**config.mk**
```make
export PLATFORM = sky130hd
export DESIGN_NAME = acc_cpu
export DESIGN_NICKNAME = d
export VERILOG_FILES = /design/src/rtl/acc_cpu_pkg.sv /design/src/rtl/acc_cpu_decode.sv /design/src/rtl/acc_cpu_rstack.sv /design/src/rtl/acc_cpu_alu.sv /design/src/rtl/acc_cpu.sv
export SDC_FILE = /design/constraint.sdc
export NUM_CORES = 1
export LEC_CHECK = 0
export BUFFER_PORTS_ARGS = -buffer_cell sky130_fd_sc_hd__buf_2
export CAP_MARGIN = 20
export CORE_MARGIN = 2
export CORE_UTILIZATION = 66
export CTS_CLUSTER_SIZE = 24
export DETAILED_ROUTE_END_ITERATION = 10
export PLACE_DENSITY_LB_ADDON = 0.3
export SETUP_SLACK_MARGIN = 0.5
export SYNTH_ARGS = -nofsm -noshare
export SYNTH_HDL_FRONTEND = slang
export SYNTH_HIERARCHICAL = 1
export SYNTH_SLANG_ARGS = --single-unit
export TNS_END_PERCENT = 30
```
**constraint.sdc**
```tcl
create_clock -name clk -period 6.4 [get_ports clk]
set_input_delay 0.64 -clock clk [delete_from_list [all_inputs] [get_ports clk]]
set_output_delay 0.64 -clock clk [all_outputs]
set_load 0.005 [all_outputs]
```
**src/rtl/acc_cpu_pkg.sv**
```systemverilog
package acc_cpu_pkg;

   localparam int OPC_W = 3;

   typedef enum logic [OPC_W-1:0] {
      OP_CALL  = 3'b000,
      OP_RET   = 3'b001,
      OP_ADD   = 3'b010,
      OP_BRN   = 3'b011,
      OP_LOAD  = 3'b100,
      OP_STORE = 3'b101,
      OP_STOP  = 3'b110,
      OP_SPARE = 3'b111
   } opcode_e;

   typedef enum logic [1:0] {
      PH_FETCH  = 2'd0,
      PH_DECODE = 2'd1,
      PH_OPRD   = 2'd2,
      PH_HALT   = 2'd3
   } phase_e;

   typedef struct packed {
      logic call;
      logic ret;
      logic brn;
      logic rd;
      logic add;
      logic wr;
      logic stop;
   } ctl_t;

endpackage

```
**src/rtl/acc_cpu_decode.sv**
```systemverilog
module acc_cpu_decode
   import acc_cpu_pkg::*;
#(
   parameter int DATA_W      = 16,
   parameter int ADDR_W      = 13,
   parameter int SPARE_HALTS = 1
) (
   input  logic [DATA_W-1:0] instr,
   output ctl_t              ctl,
   output logic [ADDR_W-1:0] field
);

   localparam int OPC_LSB = DATA_W - OPC_W;

   generate
      if (OPC_LSB != ADDR_W) begin : g_bad_split
         $error("acc_cpu_decode: DATA_W must equal opcode width plus ADDR_W");
      end
   endgenerate

   opcode_e opc;
   logic    spare_stop;

   assign opc   = opcode_e'(instr[DATA_W-1:OPC_LSB]);
   assign field = instr[ADDR_W-1:0];

   generate
      if (SPARE_HALTS != 0) begin : g_spare_stop
         assign spare_stop = 1'b1;
      end else begin : g_spare_skip
         assign spare_stop = 1'b0;
      end
   endgenerate

   always_comb begin
      ctl = '0;
      unique case (opc)
         OP_CALL:  ctl.call = 1'b1;
         OP_RET:   ctl.ret  = 1'b1;
         OP_ADD:   begin ctl.rd = 1'b1; ctl.add = 1'b1; end
         OP_BRN:   ctl.brn  = 1'b1;
         OP_LOAD:  ctl.rd   = 1'b1;
         OP_STORE: ctl.wr   = 1'b1;
         OP_STOP:  ctl.stop = 1'b1;
         OP_SPARE: ctl.stop = spare_stop;
         default:  ctl.stop = 1'b1;
      endcase
   end

   // at most one memory action is ever requested per instruction
   always_comb begin
      assert ($countones({ctl.rd, ctl.wr, ctl.call, ctl.ret, ctl.brn, ctl.stop}) <= 1)
         else $error("p_one_action_r2: decoder requested more than one action");
   end

endmodule

```
**src/rtl/acc_cpu_rstack.sv**
```systemverilog
module acc_cpu_rstack #(
   parameter int WIDTH = 13,
   parameter int DEPTH = 16
) (
   input  logic             clk,
   input  logic             rst_n,
   input  logic             push,
   input  logic             pop,
   input  logic [WIDTH-1:0] push_data,
   output logic [WIDTH-1:0] top_data
);

   localparam int SP_W = (DEPTH > 1) ? $clog2(DEPTH) : 1;

   generate
      if (DEPTH < 2 || (1 << SP_W) != DEPTH) begin : g_bad_depth
         $error("acc_cpu_rstack: DEPTH must be a power of two, at least 2");
      end
      if (WIDTH < 1) begin : g_bad_width
         $error("acc_cpu_rstack: WIDTH must be positive");
      end
   endgenerate

   logic [SP_W-1:0]  sp;
   logic [SP_W-1:0]  sp_up;
   logic [WIDTH-1:0] slot [DEPTH];

   assign sp_up = sp + SP_W'(1);

   // pointer rests one below the first slot; push pre-increments
   always_ff @(posedge clk) begin
      if (!rst_n) begin
         sp <= '1;
      end else if (push) begin
         sp <= sp_up;
      end else if (pop) begin
         sp <= sp - SP_W'(1);
      end
   end

   for (genvar i = 0; i < DEPTH; i++) begin : g_slot
      always_ff @(posedge clk) begin
         if (push && sp_up == SP_W'(i)) begin
            slot[i] <= push_data;
         end
      end
   end

   assign top_data = slot[sp];

   p_push_pop_excl_r7: assert property (@(posedge clk) disable iff (!rst_n)
      !(push && pop));

   p_sp_push_r7: assert property (@(posedge clk) disable iff (!rst_n)
      push |=> (sp == $past(sp) + SP_W'(1)));

   p_push_lands_r7: assert property (@(posedge clk) disable iff (!rst_n)
      push |=> (top_data == $past(push_data)));

   p_sp_pop_r8: assert property (@(posedge clk) disable iff (!rst_n)
      pop |=> (sp == $past(sp) - SP_W'(1)));

endmodule

```
**src/rtl/acc_cpu_alu.sv**
```systemverilog
module acc_cpu_alu #(
   parameter int DATA_W = 16
) (
   input  logic              is_add,
   input  logic [DATA_W-1:0] acc_in,
   input  logic [DATA_W-1:0] operand,
   output logic [DATA_W-1:0] result,
   output logic              neg
);

   generate
      if (DATA_W < 2) begin : g_bad_w
         $error("acc_cpu_alu: DATA_W must be at least 2");
      end
   endgenerate

   assign result = is_add ? (acc_in + operand) : operand;
   assign neg    = result[DATA_W-1];

endmodule

```
**src/rtl/acc_cpu.sv**
```systemverilog
module acc_cpu
   import acc_cpu_pkg::*;
#(
   parameter int ADDR_W      = 13,
   parameter int DATA_W      = 16,
   parameter int STACK_DEPTH = 16,
   parameter int SPARE_HALTS = 1
) (
   input  logic              clk,
   input  logic              rst_n,
   input  logic [ADDR_W-1:0] start_addr,
   output logic [ADDR_W-1:0] mem_addr,
   output logic [DATA_W-1:0] mem_wdata,
   output logic              mem_we,
   input  logic [DATA_W-1:0] mem_rdata,
   output logic              halted
);

   generate
      if (DATA_W != OPC_W + ADDR_W) begin : g_bad_word
         $error("acc_cpu: DATA_W must equal opcode width plus ADDR_W");
      end
   endgenerate

   phase_e            phase;
   logic [ADDR_W-1:0] pc;
   logic [ADDR_W-1:0] pc_inc;
   logic [ADDR_W-1:0] pc_nxt;
   logic [DATA_W-1:0] acc;
   logic              nflag;
   logic              pend_add;

   ctl_t              ctl;
   logic [ADDR_W-1:0] field;
   logic              in_decode;
   logic              push;
   logic              pop;
   logic [ADDR_W-1:0] ret_addr;
   logic [DATA_W-1:0] alu_res;
   logic              alu_neg;

   acc_cpu_decode #(
      .DATA_W      (DATA_W),
      .ADDR_W      (ADDR_W),
      .SPARE_HALTS (SPARE_HALTS)
   ) u_dec (
      .instr (mem_rdata),
      .ctl   (ctl),
      .field (field)
   );

   acc_cpu_rstack #(
      .WIDTH (ADDR_W),
      .DEPTH (STACK_DEPTH)
   ) u_stk (
      .clk       (clk),
      .rst_n     (rst_n),
      .push      (push),
      .pop       (pop),
      .push_data (pc_inc),
      .top_data  (ret_addr)
   );

   acc_cpu_alu #(
      .DATA_W (DATA_W)
   ) u_alu (
      .is_add  (pend_add),
      .acc_in  (acc),
      .operand (mem_rdata),
      .result  (alu_res),
      .neg     (alu_neg)
   );

   assign in_decode = (phase == PH_DECODE);
   assign pc_inc    = pc + ADDR_W'(1);
   assign push      = in_decode && ctl.call;
   assign pop       = in_decode && ctl.ret;

   always_comb begin
      if (ctl.call || (ctl.brn && nflag)) begin
         pc_nxt = field;
      end else if (ctl.ret) begin
         pc_nxt = ret_addr;
      end else if (ctl.stop || ctl.rd) begin
         pc_nxt = pc;
      end else begin
         pc_nxt = pc_inc;
      end
   end

   always_ff @(posedge clk) begin
      if (!rst_n) begin
         phase    <= PH_FETCH;
         pc       <= start_addr;
         acc      <= '0;
         nflag    <= 1'b0;
         pend_add <= 1'b0;
      end else begin
         unique case (phase)
            PH_FETCH: begin
               phase <= PH_DECODE;
            end
            PH_DECODE: begin
               pc       <= pc_nxt;
               pend_add <= ctl.add;
               if (ctl.stop) begin
                  phase <= PH_HALT;
               end else if (ctl.rd) begin
                  phase <= PH_OPRD;
               end else begin
                  phase <= PH_FETCH;
               end
            end
            PH_OPRD: begin
               acc   <= alu_res;
               nflag <= alu_neg;
               pc    <= pc_inc;
               phase <= PH_FETCH;
            end
            default: begin
               phase <= PH_HALT;
            end
         endcase
      end
   end

   assign mem_addr  = (in_decode && (ctl.rd || ctl.wr)) ? field : pc;
   assign mem_wdata = acc;
   assign mem_we    = in_decode && ctl.wr;
   assign halted    = (phase == PH_HALT);

   p_stop_enters_halt_r10: assert property (@(posedge clk) disable iff (!rst_n)
      (in_decode && ctl.stop) |=> halted);

   p_halt_hold_r10: assert property (@(posedge clk) disable iff (!rst_n)
      halted |=> halted);

   p_halt_quiet_r10: assert property (@(posedge clk) disable iff (!rst_n)
      halted |-> !mem_we);

   p_halt_addr_r10: assert property (@(posedge clk) disable iff (!rst_n)
      halted |=> $stable(mem_addr));

   p_store_pulse_r5: assert property (@(posedge clk) disable iff (!rst_n)
      mem_we |=> !mem_we);

   p_flag_only_alu_r9: assert property (@(posedge clk) disable iff (!rst_n)
      (phase != PH_OPRD) |=> $stable(nflag));

   p_flag_sign_r3: assert property (@(posedge clk) disable iff (!rst_n)
      (phase == PH_OPRD) |=> (nflag == acc[DATA_W-1]));

   p_acc_only_alu_r9: assert property (@(posedge clk) disable iff (!rst_n)
      (phase != PH_OPRD) |=> $stable(acc));

   p_oprd_after_decode_r12: assert property (@(posedge clk) disable iff (!rst_n)
      (phase == PH_OPRD) |=> (phase == PH_FETCH));

endmodule

```
==> Implementation_results.wiki, run 1 <==
{| class="wikitable"
! Metric !! Value
|-
| Setup repair after global routing missed its margin || false
|-
| Most common cell after layout, fill and taps aside || sky130_fd_sc_hd__edfxtp_1
|-
| Worst Setup End Kind || flop
|-
| Most frequent cells in the layout || 221 x sky130_fd_sc_hd__edfxtp_1, 89 x sky130_fd_sc_hd__nand2_1, 61 x sky130_fd_sc_hd__buf_2
|-
| Syn nets || 817
|-
| Routability congestion estimate || 0.898
|-
| Type of origin of the critical path || flop
|-
| Number of nets still failing antenna checks after routing || 0
|-
| Die Span Y || 136 µm
|-
| Total number of vias || 7307
|-
| Core region area || 17100 µm²
|-
| Initial core utilization || 0.669
|-
| Maximum number of pins on one net before global-route repair || 53
|-
| Most used DFF post-synth || sky130_fd_sc_hd__edfxtp_1
|-
| CP max FO || 32
|-
| Core Rows || 48
|-
| Worst-case clock skew || 0.0135 ns
|-
| Clock tree from TritonCTS || built
|-
| Share of the clock period used by the worst path after layout || 0.538
|-
| Number of distinct library cells after synthesis || 69
|-
| Data required time of the worst path || 6.68 ns
|-
| Synthesis warning total || 6
|-
| Horizontal die dimension || 136 µm
|-
| Total clock sinks || 249
|-
| H-tree depth || 1
|-
| Share of synthesized flip-flops with an asynchronous set or reset || 0
|-
| Leakage power || 0.00469 µW
|-
| PortBufs || 61
|-
| Worst slew pin tran || 1.21 ns
|-
| Initial antenna violation count || 0
|-
| HPWL after DPL || 17900 µm
|-
| Maximum Capacitance Violations || 0
|-
| Synthesized flop and latch total || 249
|-
| Proportion of synthesized chip area in sequential cells || 0.629
|-
| Remaining DRCs || 0
|-
| Min Clock Period, post-route || 3.44 ns
|-
| Post-synthesis cell type with the largest combined area || sky130_fd_sc_hd__edfxtp_1
|-
| Vias per std cell || 6.81
|-
| Result of the run || finished, final reports clean
|-
| First-pass GRT wire length || 41000 µm
|-
| Leftover overflow at the end of global routing || 0
|-
| Wirelength, routed || 27400 µm
|-
| Root Driver || sky130_fd_sc_hd__clkbuf_16
|-
| Number of fill cells in the layout || 957
|-
| Number of buffers on the longest clock path || 3
|-
| Critical path type || reg2reg
|-
| Average wire per cell in the routed design || 25.5 µm
|-
| DRC marker count from the first detailed-route iteration || 891
|-
| Clock slew seen by the registers of the worst setup and hold paths || 0.07 ns
|-
| Cell Pwr Density || 288 nW/µm²
|-
| Count of endpoints failing hold in the final timing report || 0
|-
| Latest clock arrival within the worst-skew pair || 0.52 ns
|-
| Hold buffer count at cts || 0
|-
| Proportion of netlist area held by the largest area contributor || 0.580
|-
| Area of the die || 18400 µm²
|-
| Pins over their slew limit || 0
|-
| Achievable clock frequency || 291 MHz
|-
| Count of flip-flops with a built-in enable after synthesis || 221
|-
| Layout cell share with drive strength beyond 1 || 0.223
|-
| Number of setup buffers added after CTS || 0
|-
| Hold WC Path Type || in2reg
|-
| Number of buffers added by the clock tree synthesis step || 24
|-
| Post-cts resize count || 0
|-
| Worst Slack Setup Final || 2.96 ns
|-
| Gate count of the mapped netlist || 763
|-
| Netlist Area Pre-Place || 11400 µm²
|-
| Final cell utilization of the core || 0.749
|-
| Global Route Usage Sum || 0.304
|-
| Maximum VDD drop || 0.272 mV
|-
| Normalized max-slew margin || 0.191
|-
| Sum Neg Setup Slack || 0 ns
|-
| Post-synthesis to final-layout area growth || 12.1%
|-
| Worst reg2reg setup slack || 2.96 ns
|-
| Net count reported at finish || 883
|-
| Signal arrival time at the worst endpoint || 3.72 ns
|-
| Vias in the first global route || 7064
|-
| Setup violations, final || 0
|-
| Cell types occupying the most area after synthesis || sky130_fd_sc_hd__edfxtp_1 58%, sky130_fd_sc_hd__mux4_1 5.5%, sky130_fd_sc_hd__mux4_2 5.5%, sky130_fd_sc_hd__dfxtp_1 4.9%, sky130_fd_sc_hd__nand2_1 2.9%
|-
| Worst-case setup slack after placement || 3.01 ns
|-
| Detailed-routing iteration count for the pre-antenna-repair pass || 6
|-
| Top Ports || 62
|-
| Avg Synthesized Cell Area || 15.0 µm²
|}
[through the flow]
stage | power, µW | instances | hold WS, ns | area (µm²)
final | 3690 | 1073 | 0.421 | 12800
after global routing | 3790 | 1072 | 0.421 | 12800
after CTS | 3700 | 1070 | 0.416 | 12800
after detailed placement | 2270 | 1026 | 0.475 | 12000
after global placement | 2260 | 1011 | 0.459 | 11800
after floorplan | 2130 | 763 | 0.449 | 11400
[layout make-up]
type	instances	area, µm²	area share
sequential	249	7200	0.561
antenna	1	2.50	0.000195
multi-input combinational	452	3930	0.307
clock buffer	28	616	0.0480
tap	225	282	0.0219
timing repair buffer	88	549	0.0428
inverter	14	52.6	0.00410
clock inverter	16	193	0.0150
[metal layers]
metal,vias up,GRT usage,part of all wire
met2,509,0.493,0.48
li1,3113,-,-
met4,0,0.129,0.047
met3,94,0.0550,0.10
met5,-,0,0
met1,3591,0.410,0.37
[power by group]
group | total, µW | switching (µW) | internal [µW]
Combinational | 366 | 231 | 135
Clock | 1440 | 590 | 853
Sequential | 1880 | 33.4 | 1850
Total | 3690 | 854 | 2830
[registers in the layout, indices dropped and copies added, names as in the netlist, named ones only]
register / count
u_stk/slot: 208
phase: 2
pc: 13
u_stk/sp: 4
pend_add: 1
mem_wdata: 16
nflag: 1
[cells by family (layout without fill, tap and decap cells)]
logic type | after synthesis | count (layout) | synth area share
DFF | 249 | 249 | 0.629
muxes | 78 | 78 | 0.136
and+or+nand+nor | 188 | 188 | 0.0760
xor gates and xnor gates | 28 | 28 | 0.0221
adders and majority gates | 23 | 23 | 0.0258
AOI/OAI and AO/OA | 135 | 135 | 0.0825
buffers and inverters | 62 | 146 | 0.0290
other | 0 | 1 | 0
[cell usage after synthesis, drive strengths merged (7+ instances only)]
cell    number
ha          22
inv         14
a22oi       26
xnor2       15
o21ai       10
buf         27
clkbuf      21
nor2        41
mux2        25
nand2       89
a31oi        9
a21oi       30
o211ai       7
nand3       16
dfxtp       28
edfxtp     221
a21boi      17
nor3         7
xor2        13
mux4        52
[critical path: stages (launching register included)]
cell                        delay, ns
sky130_fd_sc_hd__dfxtp_2         1.01
sky130_fd_sc_hd__buf_4           0.52
sky130_fd_sc_hd__mux4_1          0.60
sky130_fd_sc_hd__a22oi_1         0.25
sky130_fd_sc_hd__nand2_1         0.07
sky130_fd_sc_hd__or2b_1          0.24
sky130_fd_sc_hd__o311ai_1        0.09
sky130_fd_sc_hd__a2bb2oi_1       0.10
sky130_fd_sc_hd__mux2_4          0.26
[final timing paths]
kind                        startpoint                         to  cells after the start
max                               flop            pc[6]$_DFFE_PP_                      8
min                      start_addr[6]            pc[6]$_DFFE_PP_                      2
max reg2reg                       flop            pc[6]$_DFFE_PP_                      8
min reg2reg  mem_wdata[5]$_SDFFE_PN0P_  mem_wdata[5]$_SDFFE_PN0P_                      2
(Power assumes the default switching activity.)
==> run 2, diff against run 1 <==
--- a/config.mk
+++ b/config.mk
@@ -5,10 +5,11 @@
 export SDC_FILE = /design/constraint.sdc
 export NUM_CORES = 1
 export LEC_CHECK = 0
+export ABC_AREA = 1
 export BUFFER_PORTS_ARGS = -buffer_cell sky130_fd_sc_hd__buf_2
 export CAP_MARGIN = 20
 export CORE_MARGIN = 2
-export CORE_UTILIZATION = 66
+export CORE_UTILIZATION = 56
 export CTS_CLUSTER_SIZE = 24
 export DETAILED_ROUTE_END_ITERATION = 10
 export PLACE_DENSITY_LB_ADDON = 0.3
==> constraint.sdc (replaced) <==
create_clock -name clk -period 2.86 [get_ports clk]
set_input_delay 0.286 -clock clk [delete_from_list [all_inputs] [get_ports clk]]
set_output_delay 0.286 -clock clk [all_outputs]
set_load 0.005 [all_outputs]
==> run 2 against run 1 <==
Against the previous run:
- synthesized area up 11%
- via count grew 36%
- synthesized cell count is 96% higher
- combinational power rose to 3.2 times the previous value
- non-clock buffer count rose by 20
- total power is 140% higher
- cell count up 74%
- highest routed layer unchanged
- utilization is 12 points lower
- sequential power grew 130%
- fmax grew 55%
- setup slack lost 2.3 ns
- register-to-register slack got worse by 2.3 ns
==> Implementation_results.wiki, run 2 <==
{| class="wikitable"
! Metric !! Value
|-
| Result of the run || finished, final reports clean (unchanged)
|-
| HPWL after DPL || 21200 µm (was 17900 µm)
|-
| Most frequent cells in the layout || 498 x sky130_fd_sc_hd__nand2_1, 232 x sky130_fd_sc_hd__inv_1, 221 x sky130_fd_sc_hd__edfxtp_1 (was 221 x sky130_fd_sc_hd__edfxtp_1, 89 x sky130_fd_sc_hd__nand2_1, 61 x sky130_fd_sc_hd__buf_2)
|-
| Global Route Usage Sum || 0.268 (was 0.304)
|-
| DRC marker count from the first detailed-route iteration || 907 (was 891)
|-
| Synthesis warning total || 6 (unchanged)
|-
| Worst slew pin tran || 0.675 ns (was 1.21 ns)
|-
| Detailed-routing iteration count for the pre-antenna-repair pass || 5 (was 6)
|-
| Ant diodes || 0 (was 1)
|-
| Hold buffer count at cts || 0 (unchanged)
|-
| Horizontal die dimension || 155 µm (was 136 µm)
|-
| Share of the clock period used by the worst path after layout || 0.776 (was 0.538)
|-
| Number of distinct library cells after synthesis || 41 (was 69)
|-
| Post-synthesis to final-layout area growth || 11.7% (was 12.1%)
|-
| Total clock sinks || 249 (unchanged)
|-
| Remaining DRCs || 0 (unchanged)
|-
| Number of buffers added by the clock tree synthesis step || 27 (was 24)
|-
| H-tree depth || 1 (unchanged)
|-
| Cell types occupying the most area after synthesis || sky130_fd_sc_hd__edfxtp_1 52%, sky130_fd_sc_hd__nand2_1 15%, sky130_fd_sc_hd__nand3_1 7.9%, sky130_fd_sc_hd__inv_1 6.8%, sky130_fd_sc_hd__dfxtp_1 4.4% (was sky130_fd_sc_hd__edfxtp_1 58%, sky130_fd_sc_hd__mux4_1 5.5%, sky130_fd_sc_hd__mux4_2 5.5%, sky130_fd_sc_hd__dfxtp_1 4.9%, sky130_fd_sc_hd__nand2_1 2.9%)
|-
| Avg Synthesized Cell Area || 8.51 µm² (was 15.0 µm²)
|-
| Pins over their slew limit || 0 (unchanged)
|-
| Net count reported at finish || 1616 (was 883)
|-
| Library cell appearing most often on the critical path || sky130_fd_sc_hd__nand3_1
|-
| Data required time of the worst path || 3.15 ns (was 6.68 ns)
|-
| Worst path slowest cell || sky130_fd_sc_hd__dfxtp_4 (was sky130_fd_sc_hd__dfxtp_2)
|-
| Maximum VDD drop || 0.476 mV (was 0.272 mV)
|-
| Achievable clock frequency || 451 MHz (was 291 MHz)
|-
| Gate count of the mapped netlist || 1499 (was 763)
|-
| Flip-flop count of the largest register, all copies and words added || 208 (unchanged)
|-
| Routability congestion estimate || 0.941 (was 0.898)
|-
| Critical path, cell by cell || inv_6, buf_12, nand2_1, nand3_1, nand3_1, nand3_1, nand2_1, o21ai_0, o211ai_1, nand3_1, nand2_1 (was buf_4, mux4_1, a22oi_1, nand2_1, or2b_1, o311ai_1, a2bb2oi_1, mux2_4)
|-
| Most used DFF post-synth || sky130_fd_sc_hd__edfxtp_1 (unchanged)
|-
| Signal arrival time at the worst endpoint || 2.51 ns (was 3.72 ns)
|-
| Die Span Y || 155 µm (was 136 µm)
|-
| Normalized max-slew margin || 0.550 (was 0.191)
|-
| Storage element area || 7200 µm² (about the same)
|-
| Number of nets still failing antenna checks after routing || 0 (unchanged)
|-
| First-pass GRT wire length || 50100 µm (was 41000 µm)
|-
| Count of flip-flops with a built-in enable after synthesis || 221 (unchanged)
|-
| Hold WC Path Type || in2reg (unchanged)
|-
| Dominant cell by count in the synthesized netlist || sky130_fd_sc_hd__nand2_1 (was sky130_fd_sc_hd__edfxtp_1)
|-
| Syn nets || 1553 (was 817)
|-
| Total number of vias || 9941 (was 7307)
|-
| Most common cell after layout, fill and taps aside || sky130_fd_sc_hd__nand2_1 (was sky130_fd_sc_hd__edfxtp_1)
|-
| Combined area of the multi-input logic cells || 4220 µm² (was 3930 µm²)
|-
| Netlist Area Pre-Place || 12800 µm² (was 11400 µm²)
|-
| Leftover overflow at the end of global routing || 0 (unchanged)
|-
| Core region area || 22500 µm² (was 17100 µm²)
|-
| Wirelength, routed || 32100 µm (was 27400 µm)
|-
| Ranking of synthesized cells by instance count || 498 x sky130_fd_sc_hd__nand2_1, 232 x sky130_fd_sc_hd__inv_1, 221 x sky130_fd_sc_hd__edfxtp_1 (was 221 x sky130_fd_sc_hd__edfxtp_1, 89 x sky130_fd_sc_hd__nand2_1, 41 x sky130_fd_sc_hd__nor2_1)
|-
| Root Driver || sky130_fd_sc_hd__clkbuf_16 (unchanged)
|-
| Core Rows || 55 (was 48)
|-
| Slowest Stage Delay on Critical Path || 0.43 ns (was 1.01 ns)
|-
| Type of origin of the critical path || flop (unchanged)
|-
| Count of endpoints failing hold in the final timing report || 0 (unchanged)
|-
| Initial antenna violation count || 0 (unchanged)
|-
| Share of synthesized flip-flops with an asynchronous set or reset || 0 (unchanged)
|-
| Setup violations, final || 0 (unchanged)
|-
| Leakage power || 0.00663 µW (was 0.00469 µW)
|-
| Maximum Capacitance Violations || 0 (unchanged)
|-
| Proportion of netlist area held by the largest area contributor || 0.520 (was 0.580)
|-
| Worst-case setup slack after placement || 0.538 ns (was 3.01 ns)
|-
| Final cell count without fillers || 1868 (was 1073)
|-
| Top Ports || 62 (unchanged)
|-
| Worst Slack Setup Final || 0.642 ns (was 2.96 ns)
|-
| Cell Pwr Density || 622 nW/µm² (was 288 nW/µm²)
|-
| Clock tree from TritonCTS || built (unchanged)
|-
| Final Hold Slack || 0.0196 ns (was 0.421 ns)
|-
| Vias in the first global route || 9465 (was 7064)
|-
| PortBufs || 61 (unchanged)
|-
| Worst-case clock skew || 0.00978 ns (was 0.0135 ns)
|-
| Critical path type || reg2reg (unchanged)
|-
| Worst Setup End Kind || flop (unchanged)
|-
| Setup repair after global routing missed its margin || false (unchanged)
|-
| Biggest register || u_stk/slot (unchanged)
|-
| Average wire per cell in the routed design || 17.2 µm (was 25.5 µm)
|-
| Number of fill cells in the layout || 1869 (was 957)
|-
| Proportion of synthesized chip area in sequential cells || 0.564 (was 0.629)
|-
| Layout cell share with drive strength beyond 1 || 0.107 (was 0.223)
|-
| Placed Cells incl. Taps || 1817 (was 1026)
|-
| Latest clock arrival within the worst-skew pair || 0.54 ns (was 0.52 ns)
|-
| Initial core utilization || 0.567 (was 0.669)
|-
| Min Clock Period, post-route || 2.22 ns (was 3.44 ns)
|-
| Post-synthesis cell type with the largest combined area || sky130_fd_sc_hd__edfxtp_1 (unchanged)
|-
| Maximum number of pins on one net before global-route repair || 78 (was 53)
|-
| Vias per std cell || 5.32 (was 6.81)
|-
| CP max FO || 40 (was 32)
|-
| Area of the die || 24000 µm² (was 18400 µm²)
|-
| Synthesized flop and latch total || 249 (unchanged)
|-
| Final cell utilization of the core || 0.634 (was 0.749)
|-
| Number of buffers on the longest clock path || 3 (unchanged)
|-
| Sum Neg Setup Slack || 0 ns (unchanged)
|-
| Clock slew seen by the registers of the worst setup and hold paths || 0.06 ns (was 0.07 ns)
|}
## run 2: cell type report
| type | instances | area share |
|---|---|---|
| Clock buffer | 35 | 0.0502 |
| Clock inverter | 15 | 0.0114 |
| Inverter | 241 | 0.0641 |
| Multi-Input combinational cell | 935 | 0.296 |
| Sequential cell | 249 | 0.505 |
| Tap cell | 285 | 0.0250 |
| Timing Repair Buffer | 108 | 0.0482 |
## run 2: kinds of logic (layout without fill, tap and decap cells)
logic type | Yosys count | after routing | share of synthesized area
compound gates | 75 | 75 | 0.0319
xor+xnor | 7 | 7 | 0.00480
fa+ha+maj | 23 | 23 | 0.0231
buf+inv | 315 | 399 | 0.105
flops | 249 | 249 | 0.564
mux | 1 | 1 | 0.000882
simple gates | 829 | 829 | 0.270
## run 2: worst paths after layout
path	start	to	slack, ns	cells after the start
worst max register to register	flop	pc[10]$_DFFE_PP_	0.64	11
worst min register to register	nflag$_SDFFE_PN0P_	nflag$_SDFFE_PN0P_	0.50	2
worst max-delay path	flop	pc[10]$_DFFE_PP_	0.64	11
worst min-delay path	start_addr[4]	pc[4]$_DFFE_PP_	0.02	3
## run 2: power by group
group,internal [µW],switching [µW]
combinational,347,833
clock,2040,1390
sequential,4180,72.5
## run 2: metal layers
layer / track usage / wire, µm / vias to the layer above
li1: - / - / 4905
met3: 0.0362 / 2310 / 61
met2: 0.450 / 15400 / 371
met4: 0.101 / 1030 / 0
met5: 0 / 0 / -
met1: 0.357 / 13300 / 4604
## run 2: through the flow
| stage | total power [µW] | area, µm² |
|---|---|---|
| 2_1_floorplan | 5070 | 12800 |
| 5_1_grt | 9200 | 14300 |
| 3_3_place_gp | 5470 | 13400 |
| 4_1_cts | 8910 | 14200 |
| 3_5_place_dp | 5500 | 13400 |
| 6_report | 8870 | 14300 |
## run 2: repair_timing
action / in CTS / in global routing
buffers inserted: 0 / 1
gates resized for setup: 0 / 3
endpoints found under the setup margin: 0 / 20
## run 2: critical path: cells and delay by family, from the launching register on
| kind | cells | cell delay (ns) |
|---|---|---|
| compound gates | 2 | 0.27 |
| simple gates | 7 | 0.71 |
| buf+inv | 2 | 0.52 |
| flops | 1 | 0.43 |
==> run 3, diff against run 2 <==
--- a/config.mk
+++ b/config.mk
@@ -9,7 +9,7 @@
 export BUFFER_PORTS_ARGS = -buffer_cell sky130_fd_sc_hd__buf_2
 export CAP_MARGIN = 20
 export CORE_MARGIN = 2
-export CORE_UTILIZATION = 56
+export CORE_UTILIZATION = 62
 export CTS_CLUSTER_SIZE = 24
 export DETAILED_ROUTE_END_ITERATION = 10
 export PLACE_DENSITY_LB_ADDON = 0.3
==> constraint.sdc (replaced) <==
create_clock -name clk -period 2.05 [get_ports clk]
set_input_delay 0.205 -clock clk [delete_from_list [all_inputs] [get_ports clk]]
set_output_delay 0.205 -clock clk [all_outputs]
set_load 0.005 [all_outputs]
==> run 3 against run 2 <==
Against the previous run:
- non-clock buffer count rose by 68
- total power rose by 44%
- largest cell class unchanged
- hold slack barely moved
- largest power group unchanged
==> Implementation_results.wiki, run 3 (synthesized netlist as in run 2, its figures left out) <==
{| class="wikitable"
! Metric !! Value
|-
| Result of the run || finished, final reports clean (unchanged)
|-
| Met1 demand-to-capacity share in global routing || 0.408 (was 0.357)
|-
| Storage element area || 7230 µm² (was 7200 µm²)
|-
| Most common cell after layout, fill and taps aside || sky130_fd_sc_hd__nand2_1 (unchanged)
|-
| Clock slew seen by the registers of the worst setup and hold paths || 0.06 ns (about the same)
|-
| Leakage power || 0.00720 µW (was 0.00663 µW)
|-
| Hold depth || 3 (unchanged)
|-
| Critical path type || reg2reg (unchanged)
|-
| Achievable clock frequency || 504 MHz (was 451 MHz)
|-
| Global Route Usage Sum || 0.330 (was 0.268)
|-
| Remaining DRCs || 0 (unchanged)
|-
| Cell Pwr Density || 791 nW/µm² (was 622 nW/µm²)
|-
| Ant diodes || 0 (unchanged)
|-
| Count of endpoints failing hold in the final timing report || 0 (unchanged)
|-
| Vias in the first global route || 10500 (was 9465)
|-
| Initial antenna violation count || 0 (unchanged)
|-
| First-pass GRT wire length || 55600 µm (was 50100 µm)
|-
| Layout cell share with drive strength beyond 1 || 0.213 (was 0.107)
|-
| HPWL after DPL || 21700 µm (was 21200 µm)
|-
| Min Clock Period, post-route || 1.98 ns (was 2.22 ns)
|-
| Combined area of the multi-input logic cells || 4960 µm² (was 4220 µm²)
|-
| Normalized max-slew margin || 0.520 (was 0.550)
|-
| Sink of the worst hold path || pc[2]$_DFFE_PP_ (was pc[4]$_DFFE_PP_)
|-
| Min-delay src || start_addr[2] (was start_addr[4])
|-
| Total number of vias || 11000 (was 9941)
|-
| Core Rows || 52 (was 55)
|-
| Number of fill cells in the layout || 1231 (was 1869)
|-
| Latest clock arrival within the worst-skew pair || 0.53 ns (was 0.54 ns)
|-
| H-tree depth || 1 (unchanged)
|-
| Setup repair after global routing missed its margin || true (was false)
|-
| Signal arrival time at the worst endpoint || 2.27 ns (was 2.51 ns)
|-
| Leftover overflow at the end of global routing || 0 (unchanged)
|-
| Maximum VDD drop || 0.689 mV (was 0.476 mV)
|-
| Cell area after placement || 13800 µm² (was 13400 µm²)
|-
| Final std cell area, no fill || 16100 µm² (was 14300 µm²)
|-
| Worst Setup End Kind || flop (unchanged)
|-
| Worst slew pin tran || 0.719 ns (was 0.675 ns)
|-
| Routing usage on met3 || 0.0586 (was 0.0362)
|-
| Grt met2 use || 0.567 (was 0.450)
|-
| Worst-case clock skew || 0.0107 ns (was 0.00978 ns)
|-
| DRC marker count from the first detailed-route iteration || 1373 (was 907)
|-
| Final Hold Slack || 0.0196 ns (about the same)
|-
| Total clock sinks || 249 (unchanged)
|-
| Maximum number of pins on one net before global-route repair || 36 (was 78)
|-
| Share of the clock period used by the worst path after layout || 0.968 (was 0.776)
|-
| Clock tree from TritonCTS || built (unchanged)
|-
| Die Span Y || 147 µm (was 155 µm)
|-
| Hold WC Path Type || in2reg (unchanged)
|-
| Type of origin of the critical path || flop (unchanged)
|-
| Number of buffers added by the clock tree synthesis step || 26 (was 27)
|-
| FF-to-FF End || pc[12]$_DFFE_PP_ (was pc[10]$_DFFE_PP_)
|-
| Wirelength, routed || 37400 µm (was 32100 µm)
|-
| Flip-flop count of the largest register, all copies and words added || 208 (unchanged)
|-
| Routability congestion estimate || 0.950 (was 0.941)
|-
| Root Driver || sky130_fd_sc_hd__clkbuf_16 (unchanged)
|-
| Pins over their slew limit || 0 (unchanged)
|-
| Number of cell instances on the worst register-to-register path || 12 (was 11)
|-
| Average wire per cell in the routed design || 19.5 µm (was 17.2 µm)
|-
| Biggest register || u_stk/slot (unchanged)
|-
| Vias per std cell || 5.76 (was 5.32)
|-
| CP max FO || 9 (was 40)
|-
| Net count reported at finish || 1683 (was 1616)
|-
| Area of the die || 21700 µm² (was 24000 µm²)
|-
| Post-synthesis to final-layout area growth || 26.1% (was 11.7%)
|-
| Number of buffers on the longest clock path || 3 (unchanged)
|-
| GRT Max-Usage Layer || met2 (unchanged)
|-
| Core region area || 20200 µm² (was 22500 µm²)
|-
| Number of nets still failing antenna checks after routing || 0 (unchanged)
|-
| Top Ports || 62 (unchanged)
|-
| PortBufs || 61 (unchanged)
|-
| Horizontal die dimension || 147 µm (was 155 µm)
|-
| Setup violations, final || 0 (unchanged)
|-
| Most frequent cells in the layout || 465 x sky130_fd_sc_hd__nand2_1, 228 x sky130_fd_sc_hd__inv_1, 221 x sky130_fd_sc_hd__edfxtp_1 (was 498 x sky130_fd_sc_hd__nand2_1, 232 x sky130_fd_sc_hd__inv_1, 221 x sky130_fd_sc_hd__edfxtp_1)
|-
| Worst reg2reg setup slack || 0.07 ns (was 0.64 ns)
|-
| Data required time of the worst path || 2.33 ns (was 3.15 ns)
|-
| Detailed-routing iteration count for the pre-antenna-repair pass || 6 (was 5)
|-
| Maximum Capacitance Violations || 0 (unchanged)
|-
| Initial core utilization || 0.631 (was 0.567)
|}
run 3: cell types whose count changed in the layout (fill, tap and decap cells not counted), sizes merged:
cell	delta
bufinv	-1
clkinv	+2
clkinvlp	+1
buf	+54
dlygate4sd3	+9
inv	-1
run 3: per-stage QoR:
stage / setup WS, ns / instances / power, µW / setup TNS [ns] / utilization
global route: 0.0244 / 1917 / 13100 / 0 / 0.795
CTS: 0.118 / 1897 / 12500 / 0 / 0.770
floorplan: 0.263 / 1499 / 7150 / 0 / -
global placement: -0.0363 / 1810 / 7740 / -0.110 / 0.682
finish: 0.0658 / 1917 / 12700 / 0 / 0.795
detailed placement: -0.0688 / 1810 / 7790 / -0.349 / 0.682
run 3: area by class of cell:
cell class              count  area share
well taps                 270      0.0210
clock inverters            16     0.00785
clock buffers              30      0.0427
multi-input cells         935       0.308
repair buffers            176       0.113
flip-flops and latches    249       0.449
inverters                 241      0.0575
run 3: where the power goes:
group          switching, µW  internal [µW]  total (µW)
clock                   1930           2630        4560
combinational           1440            796        2230
sequential               109           5830        5940
run 3: worst max-delay path: stages, from the launching register on:
cell and delay (ns):
sky130_fd_sc_hd__dfxtp_4 0.41, sky130_fd_sc_hd__buf_4 0.19, sky130_fd_sc_hd__clkbuf_16 0.17, sky130_fd_sc_hd__nand2_1 0.08, sky130_fd_sc_hd__nand3_1 0.09, sky130_fd_sc_hd__nand3_1 0.08
sky130_fd_sc_hd__nand3_1 0.10, sky130_fd_sc_hd__nand2_1 0.09, sky130_fd_sc_hd__o21ai_1 0.14, sky130_fd_sc_hd__buf_4 0.14, sky130_fd_sc_hd__nand3_1 0.07, sky130_fd_sc_hd__nand3_1 0.11
sky130_fd_sc_hd__nand2_1 0.06
run 3: per-layer routing:
metal	share of wire	vias up
li1	-	5054
met1	0.36	5101
met2	0.50	719
met3	0.097	161
met4	0.050	0
met5	0	-
run 3: how the worst max path moves through the flow:
stage | endpoint | startpoint
after global routing | pc[5]$_DFFE_PP_ | flop
after CTS | mem_addr[10] | phase[0]$_SDFF_PN0_
after floorplan | mem_wdata[6]$_SDFFE_PN0P_ | mem_wdata[0]$_SDFFE_PN0P_
after detailed placement | pc[10]$_DFFE_PP_ | flop
final | pc[12]$_DFFE_PP_ | flop
after global placement | pc[11]$_DFFE_PP_ | flop
run 3: repair_timing:
action | 4_1_cts | 5_1_grt
endpoints found under the setup margin | 394 | 447
pin swaps | 43 | 12
cloned | 5 | 5
hold buffers | 9 | 0
hold endpoints to repair | 9 | 0
gates resized for setup | 122 | 67
buffers inserted | 27 | 15
